--- src/rtl/irqc_pkg.sv ---
package irqc_pkg;

   // Decoded meaning of a register address.
   typedef enum logic [1:0] {
      KIND_FLAG = 2'd0,
      KIND_MASK = 2'd1,
      KIND_CTRL = 2'd2,
      KIND_NONE = 2'd3
   } reg_kind_e;

   // Number of data-bus-wide registers needed to hold a given number of bits.
   function automatic int banks_for(input int bits, input int bus_w);
      return (bits + bus_w - 1) / bus_w;
   endfunction

   // Number of live bits in bank b.
   function automatic int live_in_bank(input int bits, input int bus_w, input int b);
      int rem;
      rem = bits - b * bus_w;
      return (rem > bus_w) ? bus_w : rem;
   endfunction

endpackage

--- src/rtl/irqc_edge_det.sv ---
module irqc_edge_det #(
   parameter int SYNC_STAGES = 2
) (
   input  logic clk,
   input  logic rst_n,
   input  logic pin,
   input  logic fall_sel,
   output logic evt
);

   if (SYNC_STAGES < 0) begin : g_bad_sync
      $error("irqc_edge_det: SYNC_STAGES must not be negative");
   end

   logic synced;
   logic prev;

   if (SYNC_STAGES == 0) begin : g_nosync
      assign synced = pin;
   end else begin : g_sync
      logic [SYNC_STAGES-1:0] shreg;
      always_ff @(posedge clk) begin
         if (!rst_n) shreg <= '0;
         else        shreg <= SYNC_STAGES'({shreg, pin});
      end
      assign synced = shreg[SYNC_STAGES-1];
   end

   always_ff @(posedge clk) begin
      if (!rst_n) prev <= 1'b0;
      else        prev <= synced;
   end

   assign evt = fall_sel ? (prev & ~synced) : (~prev & synced);

   // With the polarity held, two edges of the same direction cannot follow back to back.
   AST_EDGE_SINGLE: assert property (@(posedge clk) disable iff (!rst_n)
      evt |=> (!evt || (fall_sel != $past(fall_sel))));

endmodule

--- src/rtl/irqc_flag_bank.sv ---
module irqc_flag_bank #(
   parameter int BUS_W      = 4,
   parameter int VALID_BITS = 4
) (
   input  logic             clk,
   input  logic             rst_n,
   input  logic [BUS_W-1:0] set_evt,
   input  logic             rd_flag,
   input  logic             wr_flag,
   input  logic             wr_mask,
   input  logic [BUS_W-1:0] wdata,
   output logic [BUS_W-1:0] flags,
   output logic [BUS_W-1:0] mask
);

   if (VALID_BITS < 1 || VALID_BITS > BUS_W) begin : g_bad_valid
      $error("irqc_flag_bank: VALID_BITS out of range");
   end

   function automatic logic [BUS_W-1:0] live_bits();
      logic [BUS_W-1:0] v;
      v = '0;
      for (int i = 0; i < BUS_W; i++) begin
         if (i < VALID_BITS) v[i] = 1'b1;
      end
      return v;
   endfunction

   localparam logic [BUS_W-1:0] LIVE = live_bits();

   logic [BUS_W-1:0] clr;

   always_comb begin
      clr = '0;
      if (rd_flag) clr = clr | flags;
      if (wr_flag) clr = clr | wdata;
   end

   always_ff @(posedge clk) begin
      if (!rst_n) begin
         flags <= '0;
         mask  <= '0;
      end else begin
         flags <= (set_evt | (flags & ~clr)) & LIVE;
         if (wr_mask) mask <= wdata & LIVE;
      end
   end

   AST_EVENT_STICKS: assert property (@(posedge clk) disable iff (!rst_n)
      ((set_evt & LIVE) != '0) |=> ((flags & $past(set_evt & LIVE)) == $past(set_evt & LIVE)));

   AST_READ_CLEARS: assert property (@(posedge clk) disable iff (!rst_n)
      (rd_flag && !wr_flag && set_evt == '0) |=> (flags == '0));

   AST_WRITE_CLEARS: assert property (@(posedge clk) disable iff (!rst_n)
      (wr_flag && !rd_flag) |=> ((flags & $past(wdata & ~set_evt)) == '0));

   AST_MASK_HOLDS: assert property (@(posedge clk) disable iff (!rst_n)
      !wr_mask |=> $stable(mask));

endmodule

--- src/rtl/irqc_ctrl.sv ---
module irqc_ctrl #(
   parameter int BUS_W = 4,
   parameter int N_EXT = 2
) (
   input  logic             clk,
   input  logic             rst_n,
   input  logic             wr_ctrl,
   input  logic [BUS_W-1:0] wdata,
   input  logic             halt_enter,
   output logic             gen_en,
   output logic [N_EXT-1:0] fall_sel,
   output logic [BUS_W-1:0] ctrl_rd
);

   if (N_EXT + 1 > BUS_W) begin : g_bad_ctrl
      $error("irqc_ctrl: control register cannot hold enable and polarity bits");
   end

   always_ff @(posedge clk) begin
      if (!rst_n) begin
         gen_en   <= 1'b0;
         fall_sel <= '0;
      end else begin
         if (wr_ctrl) begin
            gen_en   <= wdata[0];
            fall_sel <= wdata[N_EXT:1];
         end
         if (halt_enter) gen_en <= 1'b1;
      end
   end

   assign ctrl_rd = BUS_W'({fall_sel, gen_en});

   AST_HALT_ENABLES: assert property (@(posedge clk) disable iff (!rst_n)
      halt_enter |=> gen_en);

   AST_CTRL_HOLDS: assert property (@(posedge clk) disable iff (!rst_n)
      (!wr_ctrl && !halt_enter) |=> ($stable(gen_en) && $stable(fall_sel)));

endmodule

--- src/rtl/irq_hub.sv ---
module irq_hub
   import irqc_pkg::*;
#(
   parameter int N_EXT       = 2,
   parameter int N_INT       = 6,
   parameter int BUS_W       = 4,
   parameter int ADDR_W      = 3,
   parameter int SYNC_STAGES = 2
) (
   input  logic              clk,
   input  logic              rst_n,
   input  logic [N_EXT-1:0]  ext_pin,
   input  logic [N_INT-1:0]  int_pulse,
   input  logic              halt_enter,
   input  logic [ADDR_W-1:0] reg_addr,
   input  logic              reg_wr,
   input  logic              reg_rd,
   input  logic [BUS_W-1:0]  reg_wdata,
   output logic [BUS_W-1:0]  reg_rdata,
   output logic              irq_req
);

   localparam int N_SRC     = N_EXT + N_INT;
   localparam int N_BANK    = banks_for(N_SRC, BUS_W);
   localparam int FLAT      = N_BANK * BUS_W;
   localparam int ADDR_CTRL = 2 * N_BANK;

   if (N_EXT < 1 || N_INT < 0) begin : g_bad_src
      $error("irq_hub: need at least one external source");
   end
   if (ADDR_CTRL + 1 > (1 << ADDR_W)) begin : g_bad_addr
      $error("irq_hub: ADDR_W too small for the register map");
   end

   logic [N_EXT-1:0]              ext_evt;
   logic [FLAT-1:0]               src_evt;
   logic [N_BANK-1:0][BUS_W-1:0]  bank_flags;
   logic [N_BANK-1:0][BUS_W-1:0]  bank_mask;
   logic                          gen_en;
   logic [N_EXT-1:0]              fall_sel;
   logic [BUS_W-1:0]              ctrl_rd;
   logic                          wr_ctrl;
   reg_kind_e                     kind;

   for (genvar p = 0; p < N_EXT; p++) begin : g_pin
      irqc_edge_det #(.SYNC_STAGES(SYNC_STAGES)) u_edge (
         .clk      (clk),
         .rst_n    (rst_n),
         .pin      (ext_pin[p]),
         .fall_sel (fall_sel[p]),
         .evt      (ext_evt[p])
      );
   end

   assign src_evt = FLAT'({int_pulse, ext_evt});

   for (genvar b = 0; b < N_BANK; b++) begin : g_bank
      logic sel_flag;
      logic sel_mask;
      assign sel_flag = (reg_addr == ADDR_W'(b));
      assign sel_mask = (reg_addr == ADDR_W'(N_BANK + b));
      irqc_flag_bank #(
         .BUS_W      (BUS_W),
         .VALID_BITS (live_in_bank(N_SRC, BUS_W, b))
      ) u_bank (
         .clk     (clk),
         .rst_n   (rst_n),
         .set_evt (src_evt[b*BUS_W +: BUS_W]),
         .rd_flag (reg_rd && sel_flag),
         .wr_flag (reg_wr && sel_flag),
         .wr_mask (reg_wr && sel_mask),
         .wdata   (reg_wdata),
         .flags   (bank_flags[b]),
         .mask    (bank_mask[b])
      );
   end

   assign wr_ctrl = reg_wr && (reg_addr == ADDR_W'(ADDR_CTRL));

   irqc_ctrl #(.BUS_W(BUS_W), .N_EXT(N_EXT)) u_ctrl (
      .clk        (clk),
      .rst_n      (rst_n),
      .wr_ctrl    (wr_ctrl),
      .wdata      (reg_wdata),
      .halt_enter (halt_enter),
      .gen_en     (gen_en),
      .fall_sel   (fall_sel),
      .ctrl_rd    (ctrl_rd)
   );

   always_comb begin
      kind      = KIND_NONE;
      reg_rdata = '0;
      for (int b = 0; b < N_BANK; b++) begin
         if (reg_addr == ADDR_W'(b)) begin
            kind      = KIND_FLAG;
            reg_rdata = bank_flags[b];
         end
         if (reg_addr == ADDR_W'(N_BANK + b)) begin
            kind      = KIND_MASK;
            reg_rdata = bank_mask[b];
         end
      end
      if (reg_addr == ADDR_W'(ADDR_CTRL)) begin
         kind      = KIND_CTRL;
         reg_rdata = ctrl_rd;
      end
   end

   assign irq_req = gen_en & (|(bank_flags & bank_mask));

   AST_REQ_NEEDS_ENABLE: assert property (@(posedge clk) disable iff (!rst_n)
      !gen_en |-> !irq_req);

   AST_UNMAPPED_ZERO: assert property (@(posedge clk) disable iff (!rst_n)
      (kind == KIND_NONE) |-> (reg_rdata == '0));

endmodule

--- config.mk ---
export PLATFORM = sky130hd
export DESIGN_NAME = irq_hub
export DESIGN_NICKNAME = d
export VERILOG_FILES = /design/src/rtl/irqc_pkg.sv /design/src/rtl/irqc_edge_det.sv /design/src/rtl/irqc_flag_bank.sv /design/src/rtl/irqc_ctrl.sv /design/src/rtl/irq_hub.sv
export SDC_FILE = /design/constraint.sdc
export NUM_CORES = 1
export LEC_CHECK = 0
export BUFFER_PORTS_ARGS = -buffer_cell sky130_fd_sc_hd__buf_2
export CORE_ASPECT_RATIO = 1.4
export CORE_MARGIN = 4
export CORE_UTILIZATION = 40
export CTS_CLUSTER_SIZE = 20
export DETAILED_ROUTE_END_ITERATION = 7
export PLACE_DENSITY = 0.58
export SETUP_SLACK_MARGIN = 0.05
export SYNTH_ARGS = -nofsm -noshare
export SYNTH_HDL_FRONTEND = slang
export SYNTH_HIERARCHICAL = 1
export SYNTH_SLANG_ARGS = --single-unit
--- constraint.sdc ---
create_clock -name clk -period 1.9 [get_ports clk]
set_input_delay 0.19 -clock clk [delete_from_list [all_inputs] [get_ports clk]]
set_output_delay 0.19 -clock clk [all_outputs]
set_load 0.05 [all_outputs]
Word level (Yosys, flattened, before mapping) --
Index checks and enable logic that the tools add are counted.
Storage, ports and cells: bits in registers 25, output and inout port bits 5, input bits 20
Cells by class: bitwise gates (word level) 18, reduce and logical (&&, ||, !) cells 10, equal/unequal tests 4, multiplexer cells 13
Operators with widths (count):
- 4-bit 2-to-1 mux | 9
- 4-bit bitwise OR | 4
- 4-bit AND | 2
- 8-bit AND | 1
- 4-bit NOT | 2
- 8-bit OR reduction | 1
- 1-bit logical AND | 7
- 3-bit by 2-bit == test with 1-bit output (second input constant) | 2
- 1-bit AND | 5
- 1-bit 2-to-1 mux | 4
- 1-bit NOT | 4
- 3-bit by 1-bit == test with 1-bit output (second input constant) | 1
- 3-bit == test (second input constant) | 1
- 3-bit logical NOT | 1
- 2-bit nonzero test | 1

Longest topological paths before layout --
Gate-level depths: netlist of the first run.
depth in word-level cells 8, mapped depth 6, depth with buffers taken out 4

Hierarchy --
Netlist of the first run, hierarchy kept.
Modules (own cells, without submodules):
- irqc_flag_bank | area each 307.8 µm², times used 2, cells each 29, sequential area each 160.2 µm²
- irq_hub | area each 302.8 µm², times used 1, cells each 41, sequential area each 0.0 µm²
- irqc_edge_det | area each 101.3 µm², times used 2, cells each 9, sequential area each 60.1 µm²
- irqc_ctrl | area each 148.9 µm², times used 1, cells each 14, sequential area each 60.1 µm²

Worst setup path after synthesis of the first run --
Ideal clock, no wire load.
kind register to output, from reg g_bank[1].u_bank.mask[0], to out irq_req, path buffers 0, slack 0.390 ns, required time 1.710 ns, stages on the path, launching flop included 3, data arrival time 1.320 ns, cell sequence dfxtp_1 -> a22oi_1 -> a41oi_1
On the way: cells in the longest elaborated chain, start to end 3
Ends and longest elaborated chain:
- start: declaration | RTL line irqc_flag_bank.sv:13 | output logic [BUS_W-1:0] mask
- start signal: assignment | RTL line irqc_flag_bank.sv:45 | if (wr_mask) mask <= wdata & LIVE;
- 8-bit AND | RTL line irq_hub.sv:110 | assign irq_req = gen_en & (|(bank_flags & bank_mask));
- 8-bit OR reduction | RTL line irq_hub.sv:110
- 1-bit AND | RTL line irq_hub.sv:110
- end: declaration | RTL line irq_hub.sv:20 | output logic irq_req
Every way passes these cells.

Worst setup path after layout of the first run --
from reg u_ctrl.gen_en, to out reg_rdata[0]
On the way: cells in the longest elaborated chain, start to end 1
Ends and longest elaborated chain:
- start: declaration | RTL line irqc_ctrl.sv:10 | output logic gen_en,
- start signal: assignment | RTL line irqc_ctrl.sv:25 | gen_en <= wdata[0];
- 4-bit 2-to-1 mux | RTL line irq_hub.sv:104 | if (reg_addr == ADDR_W'(ADDR_CTRL)) begin
- end: declaration | RTL line irq_hub.sv:19 | output logic [BUS_W-1:0] reg_rdata,
Every way passes these cells.

==> results.py, run 1 <==
metrics = {
    "clock_network": {
        "cts_root_buffer": "clkbuf_8",
        "cts_num_sinks": 25,
        "hold_buffers": 0,
        "clock_path_buffers": 2,
        "cts.clk_slew.worst_paths_ps": 80,
        "htreeDepth": 1,
        "cts_resized": 0,
        "postCtsSetupRepairBufs": 0,
        "clock_latency_ps": 260,
        "cts_tree": "built",
        "cts_buffers": 3,
    },
    "routing": {
        "drc": 0,
        "viasPerCell": 5.15,
        "wl_um": 2780,
        "firstDrtPassIters": 4,
        "avgRoutedWirePerCell_um": 14.5,
        "ant_nets": 0,
        "via_count": 984,
        "first_iter_violations": 21,
    },
    "synthesis": {
        "syn_inst": 131,
        "synth_top_cell_by_area": "dfxtp_1",
        "ys_seq_elements": 25,
        "ys_warn_count": 6,
        "yosysTopAreaCellShare_pct": 39.4,
        "synthesis.area_um2": 1270,
        "synthTopCellsByCount": "dfxtp_1 (25), nor2b_1 (11), mux2i_1 (10), inv_1 (9), o21a_1 (9)",
        "async_flop_share_pct": 0,
        "yosysUniqueCellTypes": 25,
        "seq_area_frac_synth_pct": 39.4,
        "syn_nets": 151,
        "synth-edff-count": 0,
        "synth_flop_cell": "dfxtp_1",
        "synthTopCellsByArea": "dfxtp_1 (39%), mux2i_1 (7.9%), nor2b_1 (5.4%)",
        "avgSynthCellArea_um2": 9.69,
        "synth_most_common_cell": "dfxtp_1",
    },
    "critical_path": {
        "path_max_fanout": 3,
        "crit_arrival_ps": 1370,
        "cp-end-kind": "primary output",
        "cp_slowest_cell": "dfxtp_1",
        "timing.rr.end": "u_ctrl/gen_en",
        "worst-r2r-setup-slack_ps": 1030,
        "cp_cell_sequence": "mux2_1 > a22oi_2 > nand2_1 > buf_2",
        "cpPeakStageDelay_ps": 340,
        "cp_data_required_time_ps": 1710,
        "reg2regPathDepth": 2,
        "start_kind": "flop",
        "crit_type": "flop to primary output",
        "timing.rr.start": "u_ctrl/gen_en",
    },
    "final_layout": {
        "fin_nets": 175,
        "drive_above_1_share_pct": 26.6,
        "final_core_util_pct": 48.5,
        "diodes": 0,
        "syn2layout_area_growth_pct": 13.1,
    },
    "place": {
        "place.detailed.hpwl_um": 2060,
        "gp_congestion": 0.762,
        "port-buffer-count": 24,
    },
    "job": {
        "max_cap_viol_count": 0,
    },
    "power": {
        "power_density_nw_per_um2": 710,
        "p_leak_uw": 0.000579,
        "ir_drop_mv": 0.414,
    },
    "timing": {
        "setup-tns-final_ps": 0,
        "max_slew_margin_pct": 61.6,
        "min_period_ps": 1560,
        "timing.fmax_ghz": 0.639,
        "min_period_over_period_pct": 82.4,
        "rsz0062_at_grt": "no",
        "hold_violations": 0,
        "worst_pin_slew_ps": 572,
        "clock_skew_ps": 1.05,
        "finalMaxSlewViolations": 0,
        "setup_viol": 0,
    },
    "global_route": {
        "gr-usage-met1_pct": 18.3,
        "grt_pass1_vias": 971,
        "grt_max_degree": 26,
        "grt_busiest_layer": "met2",
        "grt_use_met2_pct": 23.7,
        "grt_overflow": 0,
        "antenna_found_initial": 0,
        "grt_use_met3_pct": 2.74,
        "grt_usage_pct": 14.2,
        "grt_pass1_wl_um": 4660,
    },
    "die": {
        "initial_core_util_pct": 42.8,
        "fp.dieH_um": 74.7,
        "design.core.area_um2": 2960,
        "rows": 23,
        "die_x_um": 55.6,
        "ios": 25,
        "die_area_um2": 4150,
    },
    "hold_path": {
        "min-delay-start": "ext_pin[1]",
        "min_path_cells": 2,
        "hold_end": "g_pin[1].u_edge/g_sync.shreg[0]",
        "hp-class": "input port to flop",
    },
    "status": {
        "status": "finished, final reports clean",
    },
}
[layer usage]
metal	wire length, um	share of wire (%)	vias up
met5	0	0	-
li1	-	-	500
met2	1370	49	20
met1	1270	46	460
met3	100	3.6	4
met4	36	1.3	0
[registers in the layout, summed over array words and instances, names as in the netlist]
register / flops
g_bank.u_bank/flags: 8
g_bank.u_bank/mask: 8
g_pin.u_edge/g_sync.shreg: 4
g_pin.u_edge/prev: 2
u_ctrl/fall_sel: 2
u_ctrl/gen_en: 1
[cell families (layout without fill, tap and decap cells)]
family	count (synthesis)	in the layout	synth area share, %
other	1	1	0.295
multiplexers	19	19	16.5
buffers and inverters	17	40	7.98
flip-flops	25	25	39.4
AO/OA/AOI/OAI	28	28	17.8
AND/OR/NAND/NOR	41	41	18.0
[per-stage QoR]
| stage | power [uW] | instances | hold WS (ps) | instance area [um2] | worst slack (ps) |
|---|---|---|---|---|---|
| floorplan | 675 | 131 | 307 | 1270 | 390 |
| global placement | 721 | 187 | 393 | 1390 | 462 |
| detailed placement | 724 | 187 | 396 | 1390 | 435 |
| CTS | 1030 | 191 | 117 | 1440 | 331 |
| global route | 1060 | 191 | 126 | 1440 | 293 |
| finish | 1020 | 191 | 121 | 1440 | 335 |
[cell usage in the layout (no fill, tap or decap), types with 4 or more instances in the layout]
| master | n |
|---|---|
| a22oi_1 | 7 |
| nand3_1 | 4 |
| o21a_1 | 9 |
| and2_1 | 6 |
| a211oi_1 | 8 |
| nor2b_1 | 11 |
| nand2_1 | 6 |
| nor2_1 | 4 |
| buf_2 | 24 |
| mux2i_1 | 10 |
| dfxtp_1 | 25 |
| nand2b_1 | 5 |
| mux2_2 | 6 |
| inv_1 | 9 |
[worst max-delay path by stage]
stage,from,end,slack (ps),cells after the start
2_1_floorplan,g_bank[1].u_bank/mask[0],irq_req,390,2
3_3_place_gp,reg_addr[0],reg_rdata[2],460,5
3_5_place_dp,reg_addr[0],reg_rdata[1],440,5
4_1_cts,u_ctrl/gen_en,reg_rdata[0],330,4
5_1_grt,u_ctrl/gen_en,reg_rdata[0],290,4
6_report,u_ctrl/gen_en,reg_rdata[0],340,4
[area by class of cell]
cell class | instances | area, um2
Fill cell | 286 | 1530
Multi-Input combinational cell | 89 | 668
Sequential cell | 25 | 500
Timing Repair Buffer | 27 | 143
Tap cell | 37 | 46.3
Clock buffer | 4 | 45.0
Inverter | 9 | 33.8
[worst max-delay path, delay by kind of cell (launching register included)]
kind | cells | cell delay, ps
and+or+nand+nor | 1 | 70
DFF | 1 | 340
AOI/OAI and AO/OA | 1 | 180
buffers and inverters | 1 | 210
muxes | 1 | 320
[power breakdown]
part / internal [uW] / switching, uW
registers: 547 / 17.5
clock network: 150 / 158
logic: 66.8 / 80.5
total: 763 / 257
No activity file was read; power rests on OpenSTA's default activity.
==> run 2, diff against run 1 <==
Settings changed: PLACE_DENSITY 0.58 to 0.6.
Clock period 1.9 ns to 1.4 ns, I/O delays scaled along.
==> results.py, run 2 (synthesis results as in run 1) <==
metrics = {
    "status": {
        "status": "complete, but fails checks",
        "failed_checks": "setup timing",
    },
    "clock_network": {
        "htreeDepth": 1,
        "cts_tree": "built",
        "hold_buffers": 0,
        "clock_path_buffers": 2,
        "cts_num_sinks": 25,
        "clock_latency_ps": 260,
        "cts_buffers": 3,
        "cts.clk_slew.worst_paths_ps": 80,
        "cts_root_buffer": "clkbuf_8",
    },
    "global_route": {
        "grt_max_degree": 26,
        "grt_usage_pct": 15.7,
        "antenna_found_initial": 0,
        "grt_overflow": 0,
        "grt_pass1_vias": 1063,
        "grt_pass1_wl_um": 5070,
    },
    "timing": {
        "min_period_over_period_pct": 101,
        "setup_ws_ps": -19.5,
        "min_period_ps": 1420,
        "hold_violations": 0,
        "timing.fmax_ghz": 0.704,
        "setup-tns-final_ps": -23.9,
        "setup_viol": 3,
        "rsz0062_at_grt": "yes",
        "clock_skew_ps": 3.71,
        "finalMaxSlewViolations": 0,
    },
    "routing": {
        "wl_um": 2970,
        "ant_nets": 0,
        "first_iter_violations": 22,
        "drc": 0,
        "avgRoutedWirePerCell_um": 14.9,
        "met2_length_um": 1540,
        "met1_length_um": 1260,
        "via_count": 1026,
        "firstDrtPassIters": 4,
        "met3WireLength_um": 115,
        "top_layer": "met4",
        "viasPerCell": 5.16,
    },
    "hold_path": {
        "hold_end": "g_pin[0].u_edge/g_sync.shreg[0]",
        "min_path_cells": 2,
        "hp-class": "input port to flop",
        "min-delay-start": "ext_pin[0]",
    },
    "critical_path": {
        "crit_arrival_ps": 1280,
        "cp_slowest_cell": "dfxtp_2",
        "timing.rr.end": "u_ctrl/gen_en",
        "cp_data_required_time_ps": 1260,
        "start_kind": "flop",
        "cpPeakStageDelay_ps": 340,
        "path_max_fanout": 3,
        "reg2regPathDepth": 3,
        "cp-end-kind": "primary output",
        "cp_cell_sequence": "mux2_4 > a22oi_2 > nand2_1 > buf_6",
        "timing.rr.start": "u_ctrl/gen_en",
        "worst-r2r-setup-slack_ps": 430,
        "crit_type": "flop to primary output",
    },
    "die": {
        "ios": 25,
        "fp.dieH_um": 74.7,
        "die_x_um": 55.6,
        "initial_core_util_pct": 42.8,
        "rows": 23,
        "die_area_um2": 4150,
        "design.core.area_um2": 2960,
    },
    "power": {
        "power_density_nw_per_um2": 897,
        "p_leak_uw": 0.000636,
        "p_total_uw": 1420,
        "ir_drop_mv": 0.851,
    },
    "place": {
        "port-buffer-count": 24,
        "place.detailed.hpwl_um": 2180,
        "gp_congestion": 0.837,
    },
    "final_layout": {
        "mostFrequentLayoutCells": "buf_2 (19), dfxtp_1 (16), nor2b_1 (11), buf_4 (11), mux2i_1 (10)",
        "syn2layout_area_growth_pct": 24.3,
        "fin_nets": 183,
        "drive_above_1_share_pct": 40.1,
        "diodes": 0,
        "top_regs": "g_bank.u_bank/flags (8), g_bank.u_bank/mask (8), g_pin.u_edge/g_sync.shreg (4)",
        "mostFrequentLayoutCell": "buf_2",
    },
    "job": {
        "max_cap_viol_count": 0,
    },
}
==> run 2: cell count changes in the layout (fill, tap and decap cells not counted), sizes merged <==
cell  previous run  this run
buf             27        35
==> run 2: power by group <==
group	internal, uW	switching (uW)	total [uW]
clock network	203	212	416
logic	113	120	233
registers	743	24.6	768
==> run 2: metrics by stage <==
step / util [%] / instances / cell area (um2) / hold slack (ps) / worst slack, ps
floorplan: - / 131 / 1280 / 257 / 75.7
finish: 53.3 / 199 / 1580 / 72.1 / -19.5
global route: 53.3 / 199 / 1580 / 75.9 / -70.5
detailed placement: 48.5 / 192 / 1440 / 348 / 23.3
CTS: 53.0 / 198 / 1570 / 65.3 / -18.5
global placement: 48.5 / 192 / 1440 / 343 / 33.4
==> run 2: final cells by class <==
class                      instances  area, um2
fill                             275       1390
multi-input combinational         89        708
sequential                        25        512
timing repair buffer              35        234
tap                               37       46.3
clock buffer                       4       45.0
inverter                           9       33.8
==> run 2: worst max-delay path by stage <==
| stage | startpoint | slack, ps | end |
|---|---|---|---|
| 2_1_floorplan | u_ctrl/gen_en | 80 | reg_rdata[0] |
| 3_3_place_gp | reg_addr[2] | 30 | g_bank[0].u_bank/mask[1] |
| 3_5_place_dp | reg_addr[2] | 20 | g_bank[0].u_bank/mask[1] |
| 4_1_cts | g_bank[0].u_bank/mask[1] | -20 | reg_rdata[1] |
| 5_1_grt | g_bank[0].u_bank/mask[2] | -70 | reg_rdata[2] |
| 6_report | g_bank[0].u_bank/mask[2] | -20 | reg_rdata[2] |
==> run 2: timing repair <==
action / CTS / global route
resized for setup: 25 / 1
endpoints found under the setup margin: 5 / 5
pin swaps: 8 / 1
setup buffers: 2 / 1
==> run 2: routing by layer <==
metal	vias to the layer above	track usage (%)
met3	4	2.92
li1	516	-
met4	0	7.30
met1	483	17.8
met5	-	0
met2	23	28.7
==> run 2: worst max-delay path, delay by kind of cell (launching register included) <==
kind | cells | cell delay (ps)
AOI/OAI and AO/OA | 1 | 160
buffers and inverters | 1 | 160
DFF | 1 | 340
muxes | 1 | 270
and+or+nand+nor | 1 | 90
==> run 3, diff against run 2 <==
Settings changed: CORE_ASPECT_RATIO 1.4 to 1.1.
==> results.py, run 3 (synthesis results as in run 1) <==
metrics = {
    "timing": {
        "rsz0062_at_grt": "yes",
        "setup_ws_ps": -83.6,
        "clock_skew_ps": 5.60,
        "min_period_ps": 1480,
        "finalMaxSlewViolations": 0,
        "hold_ws_ps": 6.83,
        "setup-tns-final_ps": -321,
        "hold_violations": 0,
        "setup_viol": 5,
        "timing.fmax_ghz": 0.674,
        "min_period_over_period_pct": 106,
    },
    "routing": {
        "wl_um": 2910,
        "viasPerCell": 5.07,
        "firstDrtPassIters": 4,
        "via_count": 1013,
        "ant_nets": 0,
        "first_iter_violations": 25,
        "avgRoutedWirePerCell_um": 14.6,
        "drc": 0,
    },
    "global_route": {
        "gr-usage-met1_pct": 21.2,
        "grt_use_met2_pct": 22.5,
        "grt_busiest_layer": "met2",
        "grt_overflow": 0,
        "grt_use_met3_pct": 2.71,
        "antenna_found_initial": 0,
        "grt_usage_pct": 15.1,
        "grt_max_degree": 26,
        "grt_pass1_wl_um": 4550,
        "grt_pass1_vias": 944,
    },
    "critical_path": {
        "path_max_fanout": 3,
        "crit_type": "flop to primary output",
        "cp-end-kind": "primary output",
        "start_kind": "flop",
        "cp_data_required_time_ps": 1260,
        "worst-r2r-setup-slack_ps": 430,
        "crit_arrival_ps": 1340,
        "timing.rr.start": "u_ctrl/gen_en",
        "timing.rr.end": "u_ctrl/gen_en",
        "reg2regPathDepth": 3,
    },
    "power": {
        "p_seq_share_pct": 57.3,
        "ir_drop_mv": 0.549,
        "p_leak_uw": 0.000647,
        "pwr-share-comb_pct": 18.2,
        "power_density_nw_per_um2": 836,
        "p_int_uw": 973,
        "clkPwrFrac_pct": 24.5,
        "swShare_pct": 27.3,
        "p_sw_uw": 366,
    },
    "clock_network": {
        "cts_tree": "built",
        "cts.clk_slew.worst_paths_ps": 140,
        "clock_latency_ps": 330,
        "htreeDepth": 1,
        "clock_path_buffers": 2,
        "cts_buffers": 3,
        "cts_num_sinks": 25,
        "cts_root_buffer": "clkbuf_4",
    },
    "place": {
        "port-buffer-count": 24,
        "place.detailed.hpwl_um": 2060,
        "placed_area_um2": 1430,
        "gp_congestion": 0.874,
    },
    "status": {
        "status": "complete, but fails checks",
        "failed_checks": "setup timing",
    },
    "final_layout": {
        "final_design_area_no_fill_um2": 1600,
        "diodes": 0,
        "drive_above_1_share_pct": 39.8,
        "fin_nets": 187,
        "top_regs": "g_bank.u_bank/flags (8), g_bank.u_bank/mask (8), g_pin.u_edge/g_sync.shreg (4)",
        "syn2layout_area_growth_pct": 26.1,
        "mostFrequentLayoutCells": "buf_2 (19), dfxtp_1 (15), nor2b_1 (11)",
        "mostFrequentLayoutCell": "buf_2",
        "final_core_util_pct": 52.5,
    },
    "hold_path": {
        "hold_end": "g_bank[1].u_bank/flags[1]",
        "min-delay-start": "int_pulse[3]",
        "min_path_cells": 2,
        "hp-class": "input port to flop",
    },
    "die": {
        "fp.dieH_um": 67.1,
        "initial_core_util_pct": 41.7,
        "rows": 21,
        "die_area_um2": 4140,
        "ios": 25,
        "die_x_um": 61.7,
        "design.core.area_um2": 3050,
    },
    "job": {
        "max_cap_viol_count": 0,
    },
}
[run 3: timing repair]
item / 4_1_cts / 5_1_grt
hold buffers: 1 / 4
setup buffers: 3 / 0
pin swaps: 7 / 1
endpoints found under the setup margin: 5 / 5
hold endpoints to repair: 1 / 4
gates resized for setup: 23 / 4
[run 3: power by group through the flow]
stage | clock, uW | combinational, uW | sequential (uW)
2_1_floorplan | 0 | 143 | 774
3_3_place_gp | 0 | 204 | 782
3_5_place_dp | 0 | 207 | 782
4_1_cts | 341 | 234 | 766
5_1_grt | 377 | 266 | 772
6_report | 328 | 244 | 767
[run 3: metrics by stage]
step | total power [uW] | instances | setup WS (ps)
after CTS | 1340 | 196 | -87.0
after floorplan | 916 | 131 | 75.7
final | 1340 | 200 | -83.6
after global placement | 986 | 188 | 66.6
after detailed placement | 989 | 188 | 34.0
after global routing | 1410 | 200 | -153
[run 3: worst max-delay path by stage]
stage / start / end / slack, ps / depth (start not counted)
floorplan: u_ctrl/gen_en / reg_rdata[0] / 80 / 4
global placement: reg_addr[0] / reg_rdata[3] / 70 / 5
detailed placement: reg_addr[0] / reg_rdata[3] / 30 / 5
finish: g_bank[0].u_bank/mask[3] / reg_rdata[3] / -80 / 4
CTS: g_bank[0].u_bank/mask[3] / reg_rdata[3] / -90 / 4
global route: g_bank[0].u_bank/mask[3] / reg_rdata[3] / -150 / 4
[run 3: worst max-delay path: stages, from the launching register on]
cell     delay (ps)
dfxtp_2         360
mux2_2          260
a22oi_2         150
nand2_1          80
buf_6           160
[run 3: metal layers]
layer	vias to the layer above	wire length [um]
met5	-	0
met4	0	44
met3	5	173
met2	26	1300
met1	458	1390
li1	524	-
[run 3: final cells by class]
type / instances / area, um2
fillers: 290 / 1450
multi-input cells: 89 / 708
flip-flops and latches: 25 / 513
repair buffers: 39 / 277
well taps: 34 / 42.5
inverters: 9 / 33.8
clock buffers: 3 / 22.5
clock inverters: 1 / 5.00
